[src/rtl/bl_pkg.sv]
package bl_pkg;

    localparam int REF_W = 8;

    typedef enum logic [2:0] {
        ST_IDLE   = 3'd0,
        ST_PRECHG = 3'd1,
        ST_SOFT   = 3'd2,
        ST_RUN    = 3'd3,
        ST_LATCH  = 3'd4
    } bl_state_e;

    typedef struct packed {
        logic en;
        logic uv;
        logic pc_ok;
        logic shrt;
        logic oc;
        logic tick;
    } bl_in_t;

    localparam int IN_W = $bits(bl_in_t);

    function automatic logic is_switching(bl_state_e s);
        return (s == ST_SOFT) || (s == ST_RUN);
    endfunction

endpackage

[src/rtl/bl_sync.sv]
module bl_sync #(
    parameter int W = 1
) (
    input  logic         clk,
    input  logic         rst,
    input  logic [W-1:0] d_i,
    output logic [W-1:0] q_o
);
    logic [W-1:0] meta_q;

    always_ff @(posedge clk) begin
        if (rst) begin
            meta_q <= '0;
            q_o    <= '0;
        end else begin
            meta_q <= d_i;
            q_o    <= meta_q;
        end
    end
endmodule

[src/rtl/bl_ms_timer.sv]
module bl_ms_timer #(
    parameter int LIMIT = 32
) (
    input  logic clk,
    input  logic rst,
    input  logic run_i,
    input  logic tick_i,
    output logic expire_o
);
    localparam int CW = $clog2(LIMIT + 1);

    logic [CW-1:0] cnt_q;

    assign expire_o = run_i && tick_i && (cnt_q == CW'(LIMIT - 1));

    always_ff @(posedge clk) begin
        if (rst || !run_i) begin
            cnt_q <= '0;
        end else if (tick_i && (cnt_q != CW'(LIMIT - 1))) begin
            cnt_q <= cnt_q + 1'b1;
        end
    end

    // an idle timer restarts from zero
    p_timer_clear_r6: assert property (@(posedge clk) disable iff (rst)
        !run_i |=> (cnt_q == '0));
endmodule

[src/rtl/bl_ramp.sv]
module bl_ramp #(
    parameter int W    = 8,
    parameter int STEP = 2
) (
    input  logic         clk,
    input  logic         rst,
    input  logic         active_i,
    input  logic         tick_i,
    output logic [W-1:0] code_o,
    output logic         done_o
);
    localparam int          SW   = $clog2(STEP + 1);
    localparam logic [W-1:0] FULL = {W{1'b1}};

    logic [SW-1:0] sub_q;

    assign done_o = (code_o == FULL);

    always_ff @(posedge clk) begin
        if (rst || !active_i) begin
            sub_q  <= '0;
            code_o <= '0;
        end else if (tick_i && (code_o != FULL)) begin
            if (sub_q == SW'(STEP - 1)) begin
                sub_q  <= '0;
                code_o <= code_o + 1'b1;
            end else begin
                sub_q <= sub_q + 1'b1;
            end
        end
    end

    // code moves by at most one step per clock while active
    p_ramp_step_r4: assert property (@(posedge clk) disable iff (rst)
        active_i |=> (code_o == $past(code_o)) || (code_o == $past(code_o) + 1'b1));
endmodule

[src/rtl/bl_startup_seq.sv]
module bl_startup_seq
    import bl_pkg::*;
#(
    parameter int PC_TIMEOUT_MS = 32,
    parameter int OC_HOLD_MS    = 16,
    parameter int STEP_TICKS    = 2
) (
    input  logic             clk,
    input  logic             rst,
    input  logic             en_i,
    input  logic             uv_i,
    input  logic             pc_ok_i,
    input  logic             short_i,
    input  logic             oc_i,
    input  logic             tick_i,
    output logic             prechg_o,
    output logic             iso_gate_n_o,
    output logic             sw_en_o,
    output logic [REF_W-1:0] ref_code_o,
    output logic             ref_done_o,
    output logic             fault_o
);
    localparam int OC_TRIP = OC_HOLD_MS + 1;

    bl_in_t    in_s;
    logic [IN_W-1:0] sync_q;
    bl_state_e state_q, state_d;
    logic      pc_exp, oc_exp, ramp_done;

    bl_sync #(.W(IN_W)) u_sync (
        .clk (clk),
        .rst (rst),
        .d_i ({en_i, uv_i, pc_ok_i, short_i, oc_i, tick_i}),
        .q_o (sync_q)
    );
    assign in_s = sync_q;

    bl_ms_timer #(.LIMIT(PC_TIMEOUT_MS)) u_pc_timer (
        .clk      (clk),
        .rst      (rst),
        .run_i    (state_q == ST_PRECHG),
        .tick_i   (in_s.tick),
        .expire_o (pc_exp)
    );

    bl_ms_timer #(.LIMIT(OC_TRIP)) u_oc_timer (
        .clk      (clk),
        .rst      (rst),
        .run_i    (in_s.oc && is_switching(state_q)),
        .tick_i   (in_s.tick),
        .expire_o (oc_exp)
    );

    bl_ramp #(.W(REF_W), .STEP(STEP_TICKS)) u_ramp (
        .clk      (clk),
        .rst      (rst),
        .active_i (is_switching(state_q)),
        .tick_i   (in_s.tick),
        .code_o   (ref_code_o),
        .done_o   (ramp_done)
    );

    always_comb begin
        state_d = state_q;
        if (!in_s.en) begin
            state_d = ST_IDLE;
        end else begin
            unique case (state_q)
                ST_IDLE:   if (!in_s.uv) state_d = ST_PRECHG;
                ST_PRECHG: begin
                    if (in_s.uv)         state_d = ST_IDLE;
                    else if (in_s.pc_ok) state_d = ST_SOFT;
                    else if (pc_exp)     state_d = ST_LATCH;
                end
                ST_SOFT, ST_RUN: begin
                    if (in_s.uv)        state_d = ST_IDLE;
                    else if (in_s.shrt) state_d = ST_LATCH;
                    else if (oc_exp)    state_d = ST_LATCH;
                    else if (state_q == ST_SOFT && ramp_done) state_d = ST_RUN;
                end
                ST_LATCH:  state_d = ST_LATCH;
                default:   state_d = ST_IDLE;
            endcase
        end
    end

    always_ff @(posedge clk) begin
        if (rst) state_q <= ST_IDLE;
        else     state_q <= state_d;
    end

    assign prechg_o     = (state_q == ST_PRECHG);
    assign sw_en_o      = is_switching(state_q);
    assign iso_gate_n_o = !is_switching(state_q);
    assign fault_o      = (state_q == ST_LATCH);
    assign ref_done_o   = ramp_done;

    // switching only with the isolation switch closed
    p_sw_needs_iso_r3: assert property (@(posedge clk) disable iff (rst)
        sw_en_o |-> !iso_gate_n_o);
    // pre-charge path never overlaps a closed isolation switch
    p_prechg_iso_off_r2: assert property (@(posedge clk) disable iff (rst)
        prechg_o |-> iso_gate_n_o);
    // short while switching latches on the next clock
    p_short_latch_r7: assert property (@(posedge clk) disable iff (rst)
        (sw_en_o && in_s.shrt && in_s.en && !in_s.uv) |=> fault_o);
    // fault holds while enable stays high
    p_fault_sticky_r8: assert property (@(posedge clk) disable iff (rst)
        (fault_o && in_s.en) |=> fault_o);
    // enable low always gives the off state next
    p_en_off_r9: assert property (@(posedge clk) disable iff (rst)
        !in_s.en |=> (!sw_en_o && !prechg_o && !fault_o));
endmodule

[config.mk]
export PLATFORM = sky130hd
export DESIGN_NAME = bl_startup_seq
export DESIGN_NICKNAME = d
export VERILOG_FILES = /design/src/rtl/bl_pkg.sv /design/src/rtl/bl_sync.sv /design/src/rtl/bl_ms_timer.sv /design/src/rtl/bl_ramp.sv /design/src/rtl/bl_startup_seq.sv
export SDC_FILE = /design/constraint.sdc
export NUM_CORES = 1
export LEC_CHECK = 0
export BUFFER_PORTS_ARGS = -buffer_cell sky130_fd_sc_hd__buf_2
export CORE_ASPECT_RATIO = 1.1
export CORE_MARGIN = 5
export CORE_UTILIZATION = 25
export DETAILED_ROUTE_END_ITERATION = 10
export SYNTH_ARGS = -nofsm -noshare
export SYNTH_HDL_FRONTEND = slang
export SYNTH_SLANG_ARGS = --single-unit
[constraint.sdc]
create_clock -name clk -period 2.9 [get_ports clk]
set_clock_uncertainty 0.1 [all_clocks]
set_input_delay 0.145 -clock clk [delete_from_list [all_inputs] [get_ports clk]]
set_output_delay 0.145 -clock clk [all_outputs]
set_load 0.05 [all_outputs]
== Word-level counts from Yosys, hierarchy flattened ==
Index checks and enable logic that the tools add are counted.
Storage, ports and cells
  logic and storage cells: 57
  bits of input ports: 8
  register bits: 36
Operators by class
  eq/ne operators: 14
  reduce and logical (&&, ||, !) cells: 21
  add/subtract/negate cells: 4
  mux-type cells: 10
  bitwise gates (word level): 1
Operator list (number)
  $mux W3: 8
  $pmux W3 S4: 1
  $logic_and A1 B1 Y1: 9
  $add A8 B1 Y8 const B: 1
  $eq A8 B8 Y1 const B: 1
  $ne A8 B8 Y1 const B: 1
  $add A6 B1 Y6 const B: 1
  $eq A3 B2 Y1 const B: 2
  $eq A6 B5 Y1 const B: 1
  $ne A6 B5 Y1 const B: 1
  $add A5 B1 Y5 const B: 1
  $eq A5 B5 Y1 const B: 1
  $ne A5 B3 Y1 const B: 1
  $ne A5 B5 Y1 const B: 1
  $logic_or A1 B1 Y1: 4
  $ne A4 B4 Y1 const B: 1
  $reduce_or A2 Y1: 2
  $eq A3 B1 Y1 const B: 1
  $eq A3 B3 Y1 const B: 1
  $logic_not A1 Y1: 3
  $logic_not A3 Y1: 1
  $reduce_and A3 Y1: 1
  $add A2 B1 Y2 const B: 1
  $eq A2 B1 Y1 const B: 1
  4 further kinds: 4

== Longest topological paths before layout ==
Gate-level depths: netlist (run 1).
  word-level depth: 9
  mapped depth: 6
  mapped depth without buffers: 6

== Modules after synthesis ==
From an unflattened synthesis (run 1), not the netlist that was laid out.
Unflattened totals
  cells, all modules: 168
  area total of the unflattened synthesis: 1626.6 um2
Modules (own cells, without submodules)
  bl_ramp: seq. area each 200.2 um2, area each 476.7 um2, times used 1, cells an instance 53
  bl_sync: seq. area each 240.2 um2, area each 366.6 um2, times used 1, cells an instance 25
  bl_ms_timer at u_pc_timer: seq. area each 120.1 um2, area each 309.0 um2, times used 1, cells an instance 34
  bl_ms_timer at u_oc_timer: seq. area each 100.1 um2, area each 279.0 um2, times used 1, cells an instance 30
  bl_startup_seq: seq. area each 60.1 um2, area each 195.2 um2, times used 1, cells an instance 26

== Worst setup path before layout (run 1) ==
Ideal clock, no wire load.
  path type: reg-to-reg
  from: register state_q[2]
  to: register state_q[0]
  arrival: 1.914 ns
  library setup time: 0.124 ns
  path buffers: 0
  path slack: 0.762 ns
  required time: 2.676 ns
  cell stages (with the launch flop): 6
  clock period less this slack: 2.138 ns
  path through: dfxtp_1 > and2b_1 > inv_1 > a2111o_1 > o221ai_1 > a21boi_1
Between the ends
  longest elaborated chain between the ends: 9
  elaborated cells on any way between the ends: 21
  classes of those cells: 7 x eq/ne; 4 x mux; 10 x reduce/logical
Ends and longest elaborated chain
  start, declared: line bl_startup_seq.sv:27  | bl_state_e state_q, state_d;
  start signal, assigned: line bl_startup_seq.sv:89  | else state_q <= state_d;
  $eq A3 B2 Y1
  $logic_or A1 B1 Y1 *
  net sw_en_o: line bl_startup_seq.sv:18  | output logic sw_en_o,
  $logic_and A1 B1 Y1 *: line bl_startup_seq.sv:49  | .run_i (in_s.oc && is_switching(state_q)),
  $logic_and A1 B1 Y1 * (2 in series): line bl_ms_timer.sv:14  | assign expire_o = run_i && tick_i && (cnt_q == CW'(LIMIT - 1));
  $mux W3: line bl_startup_seq.sv:78  | else if (oc_exp) state_d = ST_LATCH;
  $mux W3: line bl_startup_seq.sv:77  | else if (in_s.shrt) state_d = ST_LATCH;
  $mux W3: line bl_startup_seq.sv:76  | if (in_s.uv) state_d = ST_IDLE;
  $pmux W3 S4: line bl_startup_seq.sv:68  | unique case (state_q)
The timed path passes the listed nets; every way through them passes the cells marked *.
A chain may end at the register's enable or synchronous reset.

== Final worst setup path (run 1) ==
  from: register u_sync.q_o[0]
  to: register u_ramp.code_o[5]
Between the ends
  longest elaborated chain between the ends: 2
Ends and longest elaborated chain
  start, declared: line bl_sync.sv:7  | output logic [W-1:0] q_o
  start signal, assigned: line bl_sync.sv:17  | q_o <= meta_q;
  $logic_and A1 B1 Y1: line bl_ramp.sv:23  | end else if (tick_i && (code_o != FULL)) begin
  $reduce_and A2 Y1 (no line)
  end signal, assigned: line bl_ramp.sv:26  | code_o <= code_o + 1'b1;
  end, declared: line bl_ramp.sv:9  | output logic [W-1:0] code_o,
No other way between the ends.

==> results of run 1 <==
[layer usage]
layer | vias to the layer above | GRT usage [%]
li1 | 631 | -
met1 | 557 | 8.91
met2 | 24 | 12.2
met3 | 3 | 3.38
met4 | 0 | 3.56
met5 | - | 0
[worst max path at each step]
stage | cells after the start | endpoint | startpoint
6_report | 4 | u_ramp.code_o[5] | u_sync.q_o[0]
2_1_floorplan | 5 | state_q[0] | state_q[2]
5_1_grt | 4 | u_ramp.code_o[5] | u_sync.q_o[0]
3_3_place_gp | 5 | u_ramp.code_o[5] | u_ramp.code_o[0]
3_5_place_dp | 5 | u_ramp.code_o[5] | u_ramp.code_o[0]
4_1_cts | 5 | u_ramp.code_o[5] | u_ramp.code_o[0]
[state kept, by name, summed over array words and instances, names as in the netlist]
| signal | cells |
|---|---|
| u_ramp.sub_q | 2 |
| u_sync.meta_q | 6 |
| u_sync.q_o | 6 |
| u_pc_timer.cnt_q | 6 |
| u_ramp.code_o | 8 |
| state_q | 3 |
| u_oc_timer.cnt_q | 5 |
[worst reg2reg max path, stage by stage (launching register included)]
cell	delay [ns]
dfxtp_1	0.59
nand3b_2	0.19
a21o_4	0.25
or4_1	0.47
a21oi_1	0.15
[area by class of cell]
class	count	area share, %
Clock buffer	5	3.61
Tap cell	80	5.25
Sequential cell	36	37.8
Multi-Input combinational cell	115	41.1
Clock inverter	3	2.23
Inverter	8	1.58
Timing Repair Buffer	26	8.40
[power breakdown]
part / leakage (nW) / internal (mW) / total, mW / switching (mW)
combinational: 0.358 / 0.0172 / 0.0302 / 0.0130
clock: 0.0541 / 0.254 / 0.433 / 0.179
sequential: 0.293 / 0.502 / 0.507 / 0.00476
total: 0.705 / 0.774 / 0.970 / 0.197
[metrics by stage]
stage               util [%]  power, mW  hold WS [ns]
finish                  31.3      0.970         0.105
global route            31.3       1.01         0.111
CTS                     31.3      0.981        0.0959
detailed placement      28.5      0.542         0.257
global placement        28.5      0.542         0.260
floorplan                  -      0.534         0.117
[cell families (layout without fill, tap and decap cells)]
| kind of cell | Yosys count | after routing | share of synthesized area, % |
|---|---|---|---|
| flops | 36 | 36 | 46.6 |
| mux | 2 | 2 | 1.30 |
| compound gates | 26 | 26 | 12.4 |
| fa+ha+maj | 4 | 4 | 3.24 |
| xor+xnor | 14 | 14 | 7.94 |
| buf+inv | 11 | 42 | 2.67 |
| simple gates | 69 | 69 | 25.8 |
[what timing repair did]
action                    4_1_cts  5_1_grt
hold endpoints to repair        6        0
hold buffers                    6        0
buffers inserted                0        0
[cells in the final DEF, fill, tap and decap left out, drive strengths merged, types with 3 or more instances in the layout]
cell type | netlist | routed
buf | 0 | 20
xor2 | 9 | 9
clkbuf | 3 | 5
ha | 4 | 4
o21ai | 3 | 3
inv | 8 | 8
and3 | 3 | 3
o211ai | 4 | 4
xnor2 | 5 | 5
nand2b | 4 | 4
a21oi | 6 | 6
nand4 | 4 | 4
nand2 | 5 | 5
nand3 | 5 | 5
nor2 | 19 | 19
dfxtp | 36 | 36
nor2b | 12 | 12
dlygate4sd3 | 0 | 6
==> results.json, run 1 <==
{
  "synth_top_cell_area_share_pct": 46.6,
  "seqCellArea_um2": 721,
  "critPathMaxFanout": 14,
  "nFillCells": 646,
  "synth-seq-cells": 36,
  "top_layer": "met4",
  "worstPathArrival_ns": 1.92,
  "drc": 0,
  "critPathRequiredTime_ns": 3.02,
  "drtAntennaViolNets": 0,
  "synthCells": 162,
  "r2r_start": "u_sync.q_o[0]",
  "tightestPinTransition_ns": 0.442,
  "cp_slowest_cell": "dfxtp_1",
  "hold_path_end": "u_sync.meta_q[1]",
  "drt_iter0_drc": 40,
  "dp_hpwl_um": 2080,
  "netlist_top_cells_area": "dfxtp_1 (47%), xor2_1 (5.1%), nor2b_1 (4.9%), nor2_1 (4.6%), ha_1 (3.2%)",
  "crit_chain": "nand3b_2, a21o_4, or4_1, a21oi_1",
  "cts.path.max_buffers": 2,
  "start_util_pct": 25.4,
  "io_pins": 21,
  "r2r_slack_ns": 1.09,
  "r2r_cells": 4,
  "power.density_nw_per_um2": 509,
  "num_rows": 30,
  "timing.final.ws_setup_ns": 1.09,
  "cp_num_buf_inv": 0,
  "clk_pin_slew_ns": 0.07,
  "die_x_um": 85.0,
  "worst_r2r_endpoint": "u_ramp.code_o[5]",
  "root_buffer": "clkbuf_8",
  "min_period_ns": 1.81,
  "final_cells": 273,
  "ys.flop_type": "dfxtp_1",
  "fin_crit_sh_pct": 62.3,
  "synth_area_leader_cell": "dfxtp_1",
  "ys_warn_count": 0,
  "grt_max_degree": 17,
  "min_path_type": "in -> reg",
  "synth_area_um2": 1550,
  "cts-resized-gates": 0,
  "postPlaceCellArea_um2": 1730,
  "async_flop_share_pct": 0,
  "slew_violations": 0,
  "fin_nets": 204,
  "design_area_um2": 1910,
  "diodes": 0,
  "wl_per_cell_um": 10.4,
  "cpPeakStageDelay_ns": 0.59,
  "wl_um": 2830,
  "irDropWorstVdd_mv": 0.274,
  "crit_family": "simple AND/OR/NAND/NOR gates",
  "slew_headroom_pct": 70.4,
  "worstSetupStartpointType": "flip-flop",
  "hold_viol": 0,
  "cts.sinks": 36,
  "synthTopCellsByCount": "dfxtp_1 (36), nor2_1 (19), nor2b_1 (12)",
  "placed_cells": 259,
  "yosysUniqueCellTypes": 43,
  "yosysMostFrequentCell": "dfxtp_1",
  "antenna_found_initial": 0,
  "die-area_um2": 7850,
  "grt_pass1_wl_um": 4960,
  "via_per_inst": 4.45,
  "track_usage_pct": 7.73,
  "synthesis.nets": 174,
  "numPortBuffers": 20,
  "drv_cap": 0,
  "rsz0062_at_grt": "no",
  "outcome": "completed",
  "core_area_um2": 6080,
  "multi_input_area_um2": 783,
  "clock_latency_ns": 0.29,
  "setup_violations": 0,
  "postSynthAreaPerCell_um2": 9.54,
  "ys_seq_area_share_pct": 46.6,
  "cts_buffers": 5,
  "cts_tree": "done",
  "max_clock_freq_mhz": 553,
  "met1_length_um": 1360,
  "tns_ns": 0,
  "wl_met2_um": 1260,
  "syn2layout_area_growth_pct": 23.3,
  "gp_congestion": 0.790,
  "drt-pass1-iter-count": 4,
  "holdPathStages": 2,
  "grt-ovfl-total": 0,
  "cellLeakagePower_nw": 0.705,
  "synth-edff-count": 0,
  "dp_slack_ns": 1.11,
  "crit_type": "reg -> reg",
  "layout-drive-gt1-share_pct": 17.6,
  "endpoint_kind": "flip-flop",
  "h-tree-depth": 2,
  "vias": 1215,
  "first_global_vias": 1146,
  "dr_wl_met3_um": 179,
  "hold_start": "rst",
  "die_y_um": 92.5
}
No activity file was read; power rests on OpenSTA's default activity.
==> run 2, diff against run 1 <==
Clock period 2.9 ns to 1.9 ns, I/O delays scaled along.
==> results.json, run 2 (synthesis gave the netlist of run 1 again) <==
{
  "drt-pass1-iter-count": 4,
  "drt_iter0_drc": 32,
  "endpoint_kind": "flip-flop",
  "grt_max_degree": 17,
  "p_sw_share_pct": 19.4,
  "dp_hpwl_um": 2070,
  "p_int_mw": 1.18,
  "via_per_inst": 4.39,
  "cp_slowest_cell": "or4_1",
  "drtAntennaViolNets": 0,
  "drc": 0,
  "nFillCells": 654,
  "core_area_um2": 6080,
  "cts_tree": "done",
  "min_path_type": "in -> reg",
  "start_util_pct": 25.4,
  "slew_violations": 0,
  "gp_congestion": 0.730,
  "track_usage_pct": 7.65,
  "diodes": 0,
  "irDropWorstVdd_mv": 0.405,
  "slew_headroom_pct": 73.2,
  "wl_um": 2860,
  "die_y_um": 92.5,
  "antenna_found_initial": 0,
  "clk_pin_slew_ns": 0.07,
  "outcome": "completed",
  "largest-register": "u_ramp.code_o",
  "drv_cap": 0,
  "cellLeakagePower_nw": 0.714,
  "first_global_vias": 1160,
  "die-area_um2": 7850,
  "cpPeakStageDelay_ns": 0.47,
  "critPathRequiredTime_ns": 2.01,
  "grt-ovfl-total": 0,
  "layout_commonest_cell": "dfxtp_1",
  "power.density_nw_per_um2": 764,
  "final_cell_mix": "dfxtp_1 (34), buf_2 (20), nor2_1 (19), nor2b_1 (12), xor2_1 (9)",
  "cts_buffers": 5,
  "numPortBuffers": 20,
  "clock_power_share_pct": 44.1,
  "io_pins": 21,
  "combPwrFrac_pct": 3.4,
  "tightestPinTransition_ns": 0.397,
  "rsz0062_at_grt": "no",
  "root_buffer": "clkbuf_8",
  "min_period_ns": 1.80,
  "max_clock_freq_mhz": 554,
  "layout-drive-gt1-share_pct": 20.1,
  "cts.sinks": 36,
  "syn2layout_area_growth_pct": 24.5,
  "crit_type": "reg -> reg",
  "num_rows": 30,
  "grt_pass1_wl_um": 5020,
  "largest_register_ffs": 8,
  "hold_viol": 0,
  "clock_latency_ns": 0.28,
  "wl_per_cell_um": 10.4,
  "worstPathArrival_ns": 1.91,
  "fin_nets": 205,
  "total_power_mw": 1.47,
  "fin_crit_sh_pct": 94.9,
  "critPathMaxFanout": 7,
  "vias": 1203,
  "worstSetupStartpointType": "flip-flop",
  "cts.path.max_buffers": 2,
  "seqPwrFrac_pct": 52.6,
  "setup_violations": 0,
  "p_sw_mw": 0.285,
  "crit_chain": "ha_1, and3_4, a21o_4, or4_1, a21oi_1",
  "die_x_um": 85.0,
  "h-tree-depth": 2,
  "final_core_util_pct": 31.6
}
==> run 2: changes by cell type in the layout (fill, tap and decap cells not counted) <==
cell / delta
and2b_1: -1
and2b_4: +1
buf_4: +1
clkbuf_1: +1
dfxtp_1: -2
dfxtp_2: +2
inv_1: -1
nor3b_1: -1
nor3b_2: +1
==> run 2: path summary, 6_finish.rpt <==
path                                          to  cells past startpoint              from  slack (ns)
worst max-delay path            u_ramp.code_o[5]                      5  u_ramp.code_o[0]         0.1
worst min-delay path               u_sync.q_o[4]                      2               rst        0.06
worst max register to register  u_ramp.code_o[5]                      5  u_ramp.code_o[0]         0.1
worst min register to register     u_sync.q_o[4]                      1  u_sync.meta_q[4]        0.34
==> run 2: cell type report <==
class	count	area [um2]	area share [%]
flip-flops and latches	36	723	37.6
well taps	80	100	5.20
clock buffers	6	72.6	3.77
multi-input cells	115	791	41.1
inverters	8	33.8	1.76
clock inverters	2	35.0	1.82
repair buffers	27	168	8.72
==> run 2: per-stage QoR <==
stage                     setup slack [ns]  hold WS, ns  cells  TNS [ns]  cell area [um2]
after floorplan                    -0.0108       0.0666    162   -0.0108             1560
after global placement               0.148        0.209    260         0             1760
after detailed placement             0.115        0.210    260         0             1760
after CTS                           0.0915       0.0511    274         0             1920
after global routing              0.000187       0.0739    274         0             1920
final                               0.0962       0.0571    274         0             1920
==> run 2: per-layer routing <==
layer | vias to the layer above | wire length, um | GRT usage (%)
met1 | 541 | 1370 | 9.65
met3 | 0 | 168 | 2.67
met2 | 27 | 1320 | 12.2
li1 | 635 | - | -
met5 | - | 0 | 0
met4 | 0 | 0 | 2.37
==> run 2: power groups by stage <==
stage	logic [mW]	clock network, mW	registers, mW
detailed placement	0.0402	0	0.790
CTS	0.0496	0.673	0.772
finish	0.0493	0.647	0.772
global placement	0.0400	0	0.789
floorplan	0.0271	0	0.788
global route	0.0561	0.703	0.773
==> run 2: repair_timing <==
item,4_1_cts,5_1_grt
endpoints found under the hold margin,6,0
resized for setup,0,0
buffers inserted,0,0
hold buffers,6,0
==> run 2: worst max-delay path, delay by kind of cell, from the launching register on <==
family	cells	cell delay [ns]
adder cells (fa/ha/maj)	1	0.23
AO/OA/AOI/OAI	2	0.39
AND/OR/NAND/NOR	2	0.67
flip-flops	1	0.34
